==> src/rtl/burst_addr_gen.sv <==
module burst_addr_gen #(
  parameter int ADDR_W = 20
) (
  input  logic              clk,
  input  logic              rst_n,
  input  logic              load,
  input  logic [ADDR_W-1:0] addr_in,
  input  logic              adv_n,
  input  logic              order_lin,
  output logic [ADDR_W-1:0] addr_out
);

  localparam int UPPER_LSB = 2;

  logic [ADDR_W-1:0] base_q;
  logic [1:0]        step_q;
  logic [1:0]        beat_lo;

  always_ff @(posedge clk) begin
    if (!rst_n) begin
      base_q <= '0;
      step_q <= '0;
    end else if (load) begin
      base_q <= addr_in;
      step_q <= '0;
    end else if (!adv_n) begin
      step_q <= step_q + 2'd1;
    end
  end

  assign beat_lo  = order_lin ? (base_q[1:0] + step_q) : (base_q[1:0] ^ step_q);
  assign addr_out = {base_q[ADDR_W-1:UPPER_LSB], beat_lo};


  load_capture_chk: assert property (@(posedge clk) disable iff (!rst_n)
    load |=> (addr_out == $past(addr_in) || !$stable(order_lin)));


  hold_idle_chk: assert property (@(posedge clk) disable iff (!rst_n)
    (!load && adv_n) |=> ($stable(addr_out) || !$stable(order_lin)));


  linear_step_chk: assert property (@(posedge clk) disable iff (!rst_n)
    (!load && !adv_n && order_lin) |=>
      (!order_lin || addr_out[1:0] == $past(addr_out[1:0]) + 2'd1));


  interleave_toggle_chk: assert property (@(posedge clk) disable iff (!rst_n)
    (!load && !adv_n && !order_lin) |=>
      (order_lin || addr_out[0] != $past(addr_out[0])));


  upper_stable_chk: assert property (@(posedge clk) disable iff (!rst_n)
    !load |=> $stable(addr_out[ADDR_W-1:UPPER_LSB]));

endmodule

==> config.mk <==
export PLATFORM = sky130hd
export DESIGN_NAME = burst_addr_gen
export DESIGN_NICKNAME = d
export VERILOG_FILES = /design/src/rtl/burst_addr_gen.sv
export SDC_FILE = /design/constraint.sdc
export NUM_CORES = 1
export LEC_CHECK = 0
export BUFFER_PORTS_ARGS = -buffer_cell sky130_fd_sc_hd__clkbuf_2
export CORE_AREA = 2 2 50 52
export CTS_BUF_LIST = sky130_fd_sc_hd__clkbuf_8
export DETAILED_ROUTE_END_ITERATION = 10
export DIE_AREA = 0 0 52 54
export PLACE_DENSITY = 0.81
export SLEW_MARGIN = 20
export SYNTH_ARGS = -nofsm -noshare
export SYNTH_HDL_FRONTEND = slang
export SYNTH_SLANG_ARGS = --single-unit
==> constraint.sdc <==
create_clock -name clk -period 1.1 [get_ports clk]
set_input_delay 0.055 -clock clk [delete_from_list [all_inputs] [get_ports clk]]
set_output_delay 0.055 -clock clk [all_outputs]
set_load 0.03 [all_outputs]
# Word level (Yosys, flattened, before mapping)
# Index checks and enable logic that the tools add are counted.
# classes
addsub,2
muxes,1
bitwise_logic,2
reduce_logical,1
# ops
op,count
$add A2 B1 Y2 const B,1
$add A2 B2 Y2,1
$mux W2,1
$reduce_or A2 Y1,1
$xor A2 B2 Y2,1
$not A1 Y1,1
# totals
register_bits,22
out_inout_bits,20
wordCells,8

# Logic depth before layout (Yosys ltp)
# depth
word_depth,2
depth_mapped,4
mapped_depth_nobuf,3

# Worst setup path after synthesis
# OpenSTA, ideal clock, no wires.
# synth_path
kind,register to output
from,register step_q[0]
to,output addr_out[1]
t_arrival_ns,1.032
required_time_ns,1.045
slack_ns,0.013
path_stages_with_launch,4
path_cell_list,dfxtp_1 > ha_1 > nand2_1 > xnor2_1
# synth_between
elab_chain_len,2
# synth_lines
element,line_no,text
from (decl),16,logic [1:0] step_q;
from (signal assigned),27,step_q <= step_q + 2'd1;
$add A2 B2 Y2,31,assign beat_lo = order_lin ? (base_q[1:0] + step_q) : (base_q[1:0] ^ step_q);
$mux W2,31,
to (decl),10,output logic [ADDR_W-1:0] addr_out
# No other way between the ends.

# Final worst setup path
# layout_path
from,register base_q[0]
to,output addr_out[1]
# layout_between
elab_chain_len,2
# layout_lines
element,line_no,text
from (decl),15,logic [ADDR_W-1:0] base_q;
from (signal assigned),24,base_q <= addr_in;
$add A2 B2 Y2,31,
$mux W2,31,
# No other way between the ends.

==> results.json <==
{
  "synth-compound-area-share_pct": 0,
  "clk_pin_slew_ps": 70,
  "yosys-top-cells-area": "dfxtp_1 (43%), mux2i_1 (19%), nor2b_1 (13%)",
  "slowest_delay_ps": 360,
  "ant_nets": 0,
  "grt_usage_pct": 13.04,
  "p_comb_share_pct": 19.4,
  "num_vias": 680,
  "top_usage_layer": "met2",
  "final_layout_size_suffix_gt1_share_pct": 49.18,
  "synth-simple-area-share_pct": 16.34,
  "syn-cell-area_um2": 1033,
  "crit_chain": "ha_4 -> nand2_2 -> xnor2_2 -> buf_6",
  "use_met3_pct": 3.889,
  "synth_top_family_by_area": "multiplexers",
  "worstSkewPairLatency_ps": 250,
  "violations": "setup timing",
  "first_iter_violations": 3,
  "grt_max_degree": 22,
  "synth_seq_cells": 22,
  "routed_wirelength_mm": 1.603,
  "fin_skew_ps": 0.1111,
  "io_pins": 45,
  "synth-xor-area-share_pct": 2.542,
  "min_period_ps": 1142,
  "fin_cells": 152,
  "path_class": "reg -> out",
  "cp-end-kind": "primary output",
  "drt_pre_antenna_iters": 4,
  "slew_headroom_pct": 77.02,
  "synthTopCellsByCount": "dfxtp_1 (22), nor2b_1 (22), mux2i_1 (20)",
  "p_seq_share_pct": 52.3,
  "cell_internal_pwr_mw": 1.231,
  "fin_ws_ps": -42.26,
  "maxSlewViolCount": 0,
  "synth_mux_area_share_pct": 19.37,
  "fp.dieW_um": 52,
  "clockRootBuffer": "clkbuf_8",
  "setup_violations": 1,
  "synth_fp_nets": 121,
  "seq_area_frac_synth_pct": 42.62,
  "synth_cell_type_count": 14,
  "path_buf_inv": 1,
  "hold_class": "in -> reg",
  "fin_nets": 150,
  "status": "finished with violations",
  "timing.final.crit_share_pct": 103.8,
  "power_switching_mw": 0.4331,
  "cellPowerDensity_nw_per_um2": 1364,
  "max_clock_freq_mhz": 875.5,
  "htree_num_levels": 1,
  "cts_buffer_depth": 2,
  "drc": 0,
  "cts_made_buffers": 3,
  "ys.flop_type": "dfxtp_1",
  "grt_pass1_wl_mm": 2.663,
  "worst_pin_slew_ps": 344.7,
  "synth_enable_flop_cells": 0,
  "antenna_found_initial": 0,
  "cp_max_fo": 2,
  "swShare_pct": 26.03,
  "ir_worst_vdd_mv": 0.8654,
  "async_flop_share_pct": 0,
  "syn2layout_area_growth_pct": 18.04,
  "die_area_um2": 2808,
  "vias_per_cell": 4.474,
  "cpMaxStageDelayCell": "dfxtp_2",
  "clkPwrFrac_pct": 28.3,
  "grt_pass1_vias": 659,
  "netlist_instances": 95,
  "cp.depth": 4,
  "rsz0062_at_grt": "true",
  "die_h_um": 54,
  "required_ps": 1040,
  "final_hold_viol_count": 0,
  "postCtsHoldBufs": 0,
  "cts_sinks": 22,
  "reg2regPathDepth": 4,
  "utilization_pct": 52.59,
  "fillers": 210,
  "portBuffers": 44,
  "critPathArrivalTime_ps": 1090,
  "synth_area_per_cell_um2": 10.88,
  "place_congestion": 0.6407,
  "grt_overflow": 0,
  "hold_path_depth": 3,
  "yosysWarnings": 0,
  "detail_route.wl_per_cell_um": 10.55,
  "leakagePower_nw": 0.6109,
  "yosysTopAreaCell": "dfxtp_1",
  "dp_cells": 148,
  "diodes": 0,
  "power.total_mw": 1.664,
  "maxCapViolCount": 0,
  "cts_tree": "done",
  "core_um2": 2320,
  "yosysTopAreaCellShare_pct": 42.62,
  "critPathTopFamily": "flip-flops",
  "rows": 18,
  "use_met2_pct": 24.05,
  "crit_path_start_kind": "register",
  "dpl.hpwl_mm": 1.290,
  "synth_fa_ha_area_share_pct": 1.211,
  "place_ws_ps": 140.4,
  "use_met1_pct": 13.85,
  "start_util_pct": 44.55
}
[layout make-up]
type | instances | area (µm²) | share of cell area [%]
sequential | 22 | 445.4 | 36.51
multi-input combinational | 50 | 437.9 | 35.90
timing repair buffer | 47 | 257.7 | 21.13
clock buffer | 3 | 41.29 | 3.385
tap | 30 | 37.54 | 3.077
[final timing paths]
kind	slack, ps	to	start
setup reg to reg	100	step_q[1]	step_q[0]
hold reg to reg	520	base_q[16]	base_q[16]
setup / recovery	-40	addr_out[1]	base_q[0]
hold / removal	60	base_q[7]	addr_in[7]
[metal layers]
layer  share of wire [%]  vias to the layer above
li1                    -                      338
met1                  40                      304
met2                  48                       36
met3                  11                        2
met4                0.44                        0
met5                   0                        -
[flip-flops by register name, indices dropped and copies added, names as in the netlist]
name    count
step_q      2
base_q     20
[power by group through the flow]
stage               sequential (mW)  clock, mW  combinational, mW
floorplan                     0.878          0              0.275
detailed placement            0.884          0              0.309
global route                  0.875      0.529              0.350
global placement              0.880          0              0.301
finish                        0.870      0.470              0.323
CTS                           0.869      0.495              0.320
[cells in the final DEF, fill, tap and decap left out]
| master | instances |
|---|---|
| clkbuf_2 | 42 |
| nor2b_1 | 22 |
| mux2i_1 | 20 |
| dfxtp_1 | 18 |
| dfxtp_2 | 4 |
| clkbuf_8 | 4 |
| buf_4 | 3 |
| xor2_2 | 1 |
| nand2_2 | 1 |
| xnor2_2 | 1 |
| nand2b_4 | 1 |
| nor3_2 | 1 |
| xnor2_1 | 1 |
| nor2_1 | 1 |
| ha_4 | 1 |
| buf_6 | 1 |
[per-stage QoR]
| step | hold slack [ps] | area [µm²] | setup TNS [ps] |
|---|---|---|---|
| after floorplan | 187.9 | 1033 | 0 |
| after global placement | 311.2 | 1121 | 0 |
| after detailed placement | 322.3 | 1121 | 0 |
| after CTS | 55.58 | 1192 | -95.85 |
| after global routing | 55.76 | 1220 | -115.2 |
| final | 61.50 | 1220 | -42.26 |
[cells by family (layout without fill, tap and decap cells)]
group,after synthesis,count (layout)
DFF,22,22
muxes,20,20
buffers and inverters,23,50
and+or+nand+nor,26,26
xor gates and xnor gates,3,3
adders and majority gates,1,1
[what timing repair did]
action | in CTS | in global routing
buffers inserted | 0 | 1
endpoints found under the setup margin | 2 | 1
pin swaps | 1 | 1
resized for setup | 9 | 5
[worst reg2reg max path: stages (launching register included)]
cell	delay, ps
dfxtp_2	360
buf_4	110
nor2b_1	220
xnor2_1	150
nor2_1	50
(Power assumes the default switching activity.)
